[src/rtl/sfr_pkg.sv]
package sfr_pkg;
  localparam logic [7:0] FRM_BYTE_1 = 8'hF6;
  localparam logic [7:0] FRM_BYTE_2 = 8'h28;

  typedef enum logic [1:0] {
    ST_HUNT    = 2'd0,
    ST_PRESYNC = 2'd1,
    ST_SYNC    = 2'd2
  } lock_state_e;
endpackage

[src/rtl/sfr_detect.sv]
module sfr_detect #(
  parameter int WORD_W = 32
) (
  input  logic              clk_i,
  input  logic              rst_ni,
  input  logic [WORD_W-1:0] data_i,
  output logic              hit_o
);
  import sfr_pkg::*;
  localparam int NB = WORD_W / 8;

  logic [WORD_W-1:0] prev_q;
  logic [NB-1:0]     b1_match, b2_match;

  always_ff @(posedge clk_i or negedge rst_ni) begin
    if (!rst_ni) prev_q <= '0;
    else         prev_q <= data_i;
  end

  for (genvar b = 0; b < NB; b++) begin : g_byte
    assign b1_match[b] = (prev_q[b*8 +: 8] == FRM_BYTE_1);
    assign b2_match[b] = (data_i[b*8 +: 8] == FRM_BYTE_2);
  end

  // only whole-word matches count
  assign hit_o = (&b1_match) & (&b2_match);
endmodule

[src/rtl/sfr_pos_cnt.sv]
module sfr_pos_cnt #(
  parameter int OH_WORDS = 36,
  parameter int PL_WORDS = 1044,
  parameter int ROWS     = 9,
  parameter int A1_WORDS = 12
) (
  input  logic clk_i,
  input  logic rst_ni,
  input  logic load_i,
  output logic at_start_o,
  output logic at_check_o,
  output logic in_payload_o
);
  localparam int ROW_LEN = OH_WORDS + PL_WORDS;
  localparam int COL_W   = $clog2(ROW_LEN);
  localparam int ROW_W   = $clog2(ROWS);
  localparam logic [COL_W-1:0] COL_LAST = COL_W'(ROW_LEN - 1);
  localparam logic [ROW_W-1:0] ROW_LAST = ROW_W'(ROWS - 1);
  localparam logic [COL_W-1:0] COL_LOAD = COL_W'(A1_WORDS + 1);
  localparam logic [COL_W-1:0] COL_CHK  = COL_W'(A1_WORDS);
  localparam logic [COL_W-1:0] COL_PL   = COL_W'(OH_WORDS);

  logic [COL_W-1:0] col_q;
  logic [ROW_W-1:0] row_q;

  always_ff @(posedge clk_i or negedge rst_ni) begin
    if (!rst_ni) begin
      col_q <= '0;
      row_q <= '0;
    end else if (load_i) begin
      // boundary word is column A1_WORDS; next word is one further
      col_q <= COL_LOAD;
      row_q <= '0;
    end else if (col_q == COL_LAST) begin
      col_q <= '0;
      row_q <= (row_q == ROW_LAST) ? '0 : row_q + 1'b1;
    end else begin
      col_q <= col_q + 1'b1;
    end
  end

  assign at_start_o   = (row_q == '0) && (col_q == '0);
  assign at_check_o   = (row_q == '0) && (col_q == COL_CHK);
  assign in_payload_o = (col_q >= COL_PL);

  assert_load_phase_R1: assert property (@(posedge clk_i) disable iff (!rst_ni)
    load_i |=> (col_q == COL_LOAD) && (row_q == '0));
  assert_pos_range_R5: assert property (@(posedge clk_i) disable iff (!rst_ni)
    (col_q <= COL_LAST) && (row_q <= ROW_LAST));
endmodule

[src/rtl/sfr_lock.sv]
module sfr_lock #(
  parameter int CONFIRM_FRAMES = 2,
  parameter int MISS_LIMIT     = 4
) (
  input  logic clk_i,
  input  logic rst_ni,
  input  logic hit_i,
  input  logic expect_i,
  output logic load_o,
  output logic locked_o
);
  import sfr_pkg::*;
  localparam int HW = $clog2(CONFIRM_FRAMES + 1);
  localparam int MW = $clog2(MISS_LIMIT + 1);
  localparam logic [HW-1:0] HIT_LAST  = HW'(CONFIRM_FRAMES - 1);
  localparam logic [MW-1:0] MISS_LAST = MW'(MISS_LIMIT - 1);

  lock_state_e     state_q, state_d;
  logic [HW-1:0]   hits_q, hits_d;
  logic [MW-1:0]   miss_q, miss_d;

  always_comb begin
    state_d = state_q;
    hits_d  = hits_q;
    miss_d  = miss_q;
    unique case (state_q)
      ST_HUNT: begin
        if (hit_i) begin
          state_d = ST_PRESYNC;
          hits_d  = '0;
        end
      end
      ST_PRESYNC: begin
        if (expect_i) begin
          if (!hit_i) begin
            state_d = ST_HUNT;
          end else if (hits_q == HIT_LAST) begin
            state_d = ST_SYNC;
            miss_d  = '0;
          end else begin
            hits_d = hits_q + 1'b1;
          end
        end
      end
      ST_SYNC: begin
        if (expect_i) begin
          if (hit_i)                  miss_d  = '0;
          else if (miss_q == MISS_LAST) state_d = ST_HUNT;
          else                        miss_d  = miss_q + 1'b1;
        end
      end
      default: state_d = ST_HUNT;
    endcase
  end

  always_ff @(posedge clk_i or negedge rst_ni) begin
    if (!rst_ni) begin
      state_q <= ST_HUNT;
      hits_q  <= '0;
      miss_q  <= '0;
    end else begin
      state_q <= state_d;
      hits_q  <= hits_d;
      miss_q  <= miss_d;
    end
  end

  // phase is reloaded only while hunting
  assign load_o   = (state_q == ST_HUNT) && hit_i;
  assign locked_o = (state_q == ST_SYNC);

  assert_lock_on_hit_R2: assert property (@(posedge clk_i) disable iff (!rst_ni)
    $rose(locked_o) |-> $past(hit_i && expect_i));
  assert_drop_on_miss_R8: assert property (@(posedge clk_i) disable iff (!rst_ni)
    $fell(locked_o) |-> $past(expect_i && !hit_i));
  assert_miss_bound_R7: assert property (@(posedge clk_i) disable iff (!rst_ni)
    miss_q < MW'(MISS_LIMIT));
endmodule

[src/rtl/sonet_rx_framer.sv]
module sonet_rx_framer #(
  parameter int WORD_W         = 32,
  parameter int OH_WORDS       = 36,
  parameter int PL_WORDS       = 1044,
  parameter int ROWS           = 9,
  parameter int A1_WORDS       = 12,
  parameter int CONFIRM_FRAMES = 2,
  parameter int MISS_LIMIT     = 4
) (
  input  logic              clk_i,
  input  logic              rst_ni,
  input  logic [WORD_W-1:0] data_i,
  output logic [WORD_W-1:0] data_o,
  output logic              frame_pulse_o,
  output logic              payload_o,
  output logic              locked_o
);
  logic hit, load, locked, at_start, at_check, in_payload;

  sfr_detect #(.WORD_W(WORD_W)) u_detect (
    .clk_i (clk_i), .rst_ni(rst_ni), .data_i(data_i), .hit_o(hit)
  );

  sfr_pos_cnt #(
    .OH_WORDS(OH_WORDS), .PL_WORDS(PL_WORDS), .ROWS(ROWS), .A1_WORDS(A1_WORDS)
  ) u_pos (
    .clk_i(clk_i), .rst_ni(rst_ni), .load_i(load),
    .at_start_o(at_start), .at_check_o(at_check), .in_payload_o(in_payload)
  );

  sfr_lock #(.CONFIRM_FRAMES(CONFIRM_FRAMES), .MISS_LIMIT(MISS_LIMIT)) u_lock (
    .clk_i(clk_i), .rst_ni(rst_ni), .hit_i(hit), .expect_i(at_check),
    .load_o(load), .locked_o(locked)
  );

  always_ff @(posedge clk_i or negedge rst_ni) begin
    if (!rst_ni) begin
      data_o        <= '0;
      frame_pulse_o <= 1'b0;
      payload_o     <= 1'b0;
    end else begin
      data_o        <= data_i;
      frame_pulse_o <= locked && at_start;
      payload_o     <= locked && in_payload;
    end
  end

  assign locked_o = locked;

  assert_pulse_single_R4: assert property (@(posedge clk_i) disable iff (!rst_ni)
    frame_pulse_o |=> !frame_pulse_o);
  assert_pulse_in_overhead_R5: assert property (@(posedge clk_i) disable iff (!rst_ni)
    frame_pulse_o |-> !payload_o);
  assert_marks_need_lock_R3: assert property (@(posedge clk_i) disable iff (!rst_ni)
    (frame_pulse_o || payload_o) |-> $past(locked));
endmodule

[config.mk]
export PLATFORM = sky130hd
export DESIGN_NAME = sonet_rx_framer
export DESIGN_NICKNAME = d
export VERILOG_FILES = /design/src/rtl/sfr_pkg.sv /design/src/rtl/sfr_detect.sv /design/src/rtl/sfr_pos_cnt.sv /design/src/rtl/sfr_lock.sv /design/src/rtl/sonet_rx_framer.sv
export SDC_FILE = /design/constraint.sdc
export NUM_CORES = 1
export LEC_CHECK = 0
export BUFFER_PORTS_ARGS = -buffer_cell sky130_fd_sc_hd__buf_2
export CAP_MARGIN = 10
export CORE_ASPECT_RATIO = 1.4
export CORE_MARGIN = 8
export CORE_UTILIZATION = 47
export CTS_CLUSTER_DIAMETER = 40
export DETAILED_ROUTE_END_ITERATION = 16
export PLACE_DENSITY_LB_ADDON = 0.25
export SKIP_LAST_GASP = 1
export SLEW_MARGIN = 25
export SYNTH_ARGS = -nofsm -noshare
export SYNTH_HDL_FRONTEND = slang
export SYNTH_SLANG_ARGS = --single-unit
[constraint.sdc]
create_clock -name clk_i -period 2.21 [get_ports clk_i]
set_input_delay 0.663 -clock clk_i [delete_from_list [all_inputs] [get_ports clk_i]]
set_output_delay 0.663 -clock clk_i [all_outputs]
set_load 0.005 [all_outputs]
==> run summary <==
P&R area growth vs syn - 37.7%
post-layout min period - 2.25 ns
cell with the largest stage delay on the worst path - or4_4
Tot GR Track Use - 18.5%
Die Y - 104 um
clock skew - 0.00354 ns
async set-reset flop share out of synthesis - 100%
antenna violations before repair - 0
drt pass-1 iters - 4
Reg2Reg Depth - 6
DR iter-0 viols - 130
Critical Path RT - 2.45 ns
sw frac - 25.5%
Post-DRT Antenna Nets - 0
final period utilization - 102%
WL final - 7.55 mm
worst-path maximum fanout - 5
largest net degree at the start of global routing - 34
vias post-DR - 2336
dpl hpwl - 5.83 mm
final core utilization - 66.2%
FILL cells - 445
FP Rows - 32
Hold WC Path Type - in2async
vias in the first global route - 2662
FMAX - 0.444 GHz
H-Tree Depth - 2
final worst slack - -0.0445 ns
Ports - 69
RePlAce Congestion - 0.891
WP depth - 6
DR vias/cell - 5.59
combinational share of power - 8.4%
syn nets - 275
predominant post-synthesis flop cell - dfrtp_1
startpoint types - register
CTS clk-pin slew, worst paths - 0.11 ns
Yosys Warn Count - 0
Slew Limit Headroom - 62.0%
hold slack - 0.323 ns
Slew @ Worst Pin - 0.570 ns
buffers added on ports - 68
die area - 8250 um^2
wire per inst - 18.1 um
DRC errors left - 0
GR Overflow Total - 0
area leader, netlist - dfrtp_1
Synth area leaders - dfrtp_1 53%, ha_1 5.3%, nor2_1 2.7%, nand4b_1 2.7%, or4bb_1 2.1%
status - finished with violations
n_diodes - 0
number of flops mapped to enable cells by yosys - 0
critical setup path kind - reg2reg
layout cells sized above 1 - 42.0%
Net Sw Power - 0.000468 W
CP dominant cell by count - or4_4
slowest stage delay, CP - 0.55 ns
total power - 0.00183 W
Cells after Synth - 230
CP Cell Sequence - or4_4 -> buf_4 -> or4_4 -> o31ai_2 -> a22oi_1 -> o2bb2ai_1
clock sink count - 56
RSZ-0062 raised after global routing - yes
clk_lat worst skew - 0.32 ns
synth unique cells - 48
Die W - 79.1 um
Lkg Pwr - 1.70 nW
failing checks - setup timing
crit end category - register
Mapped Avg Cell Area - 11.4 um^2
data arrival time of the worst path - 2.49 ns
crit path buf inv count - 1
Worst VDD drop - 0.000409 V
CP delay by family, top - simple AND/OR/NAND/NOR gates
first-pass GRT wire length - 12.2 mm
endpoints failing hold - 0
Starting Density - 48.1%
Root Buffer Master - clkbuf_8
area of the mapped netlist - 2620 um^2
flops & latches, synth - 56
post-synth top area share - 53.5%
Slew Limit Fails - 0
Cell Pwr Density - 508 nW/um^2
sequential power share - 58.6%
sequential area share after synthesis - 53.5%
# setup viols final - 2
CTS tree - built
Int Pwr - 0.00137 W
# Max-Cap Violations - 0
clock power share - 33.0%
nets@finish - 394
CTS Buffer Depth - 2
CTS buffer count - 5
core area - 5450 um^2
-- cell usage after synthesis, drive strengths merged (5+ instances only) --
| cell | number |
|---|---|
| o21ai | 11 |
| or4bb | 5 |
| nor4b | 6 |
| nand4b | 8 |
| ha | 11 |
| or4 | 8 |
| nand2 | 14 |
| a21oi | 6 |
| and3 | 5 |
| dfrtp | 56 |
| nor4 | 8 |
| inv | 11 |
| xor2 | 5 |
| nand4 | 5 |
| nor3 | 5 |
| nor2 | 19 |
-- sequential cells by signal (all words and copies together) (netlist names) --
name	flops
u_detect.prev_q	32
u_pos.col_q	11
payload_o	1
u_lock.miss_q	3
u_pos.row_q	4
frame_pulse_o	1
u_lock.hits_q	2
u_lock.state_q	2
-- worst reg2reg max path: cells and delay by family (launching register included) --
family,cells,cell delay [ns]
AO/OA/AOI/OAI,3,0.52
buffers and inverters,1,0.17
flip-flops,1,0.39
AND/OR/NAND/NOR,2,1.09
-- area by class of cell --
cell class              count  area, um^2  share of cell area (%)
flip-flops and latches     56        1400                    38.8
inverters                  11        41.3                    1.14
clock inverters             3        25.0                   0.694
multi-input cells         158        1260                    34.9
well taps                  68        85.1                    2.36
repair buffers            117         728                    20.2
clock buffers               5        68.8                    1.91
-- timing repair --
item                       CTS  global route
gates cloned                 0             1
setup buffers                1             2
setup endpoints to repair   15            18
gates resized for setup      5            13
hold endpoints to repair     0             0
pin swaps                    7             7
hold buffers                 0             0
-- stage by stage --
| stage | TNS (ns) | std cells | setup slack (ns) | instance area (um^2) |
|---|---|---|---|---|
| finish | -0.0711 | 418 | -0.0445 | 3610 |
| global route | -0.426 | 418 | -0.0889 | 3610 |
| CTS | -0.0369 | 415 | -0.0369 | 3510 |
| detailed placement | -4.89 | 406 | -0.373 | 3390 |
| global placement | -4.17 | 406 | -0.344 | 3390 |
| floorplan | -1.44 | 230 | -0.282 | 2640 |
-- power groups by stage --
stage	logic (W)	registers [W]	clock network, W
floorplan	0.0000181	0.00109	0
global placement	0.000150	0.00109	0
detailed placement	0.000153	0.00109	0
CTS	0.000154	0.00107	0.000604
global route	0.000168	0.00108	0.000648
finish	0.000153	0.00107	0.000605
-- placed cells by master, fill, tap and decap left out, types with 6 or more instances in the layout --
cell type   n
buf_4      46
nand4b_1    8
o21ai_1     6
nand2_1    14
buf_2      68
inv_1      11
nor4b_1     6
dfrtp_1    56
ha_1       11
nor2_1     18
a21oi_1     6
-- per-layer routing --
layer  share of wire, %  GRT usage [%]  vias up
li1                   -              -     1094
met1                 36           18.8     1130
met2                 55           32.9       89
met3                5.7           4.93       23
met4                3.6           9.97        0
met5                  0              0        -
-- path summary, 6_finish.rpt --
kind,from,endpoint,slack [ns]
worst max-delay path,u_pos.col_q[7],u_lock.miss_q[0],-0.04
worst min-delay path,rst_ni,u_lock.miss_q[1],0.32
worst max register to register,u_pos.col_q[7],u_lock.miss_q[0],-0.04
worst min register to register,u_lock.hits_q[1],u_lock.hits_q[1],0.54
max in group asynchronous,rst_ni,u_detect.prev_q[28],1.32
min in group clk_i,data_i[28],u_detect.prev_q[28],0.45
-- logic make-up (layout without fill, tap and decap cells) --
kind of cell | after synthesis | after routing | share of synthesized area (%)
simple gates | 105 | 105 | 26.9
fa+ha+maj | 11 | 11 | 5.25
compound gates | 31 | 31 | 8.07
flops | 56 | 56 | 53.5
xor+xnor | 9 | 9 | 3.01
mux | 2 | 2 | 0.955
buf+inv | 16 | 136 | 2.34
Power figures use the tool's default switching activity.
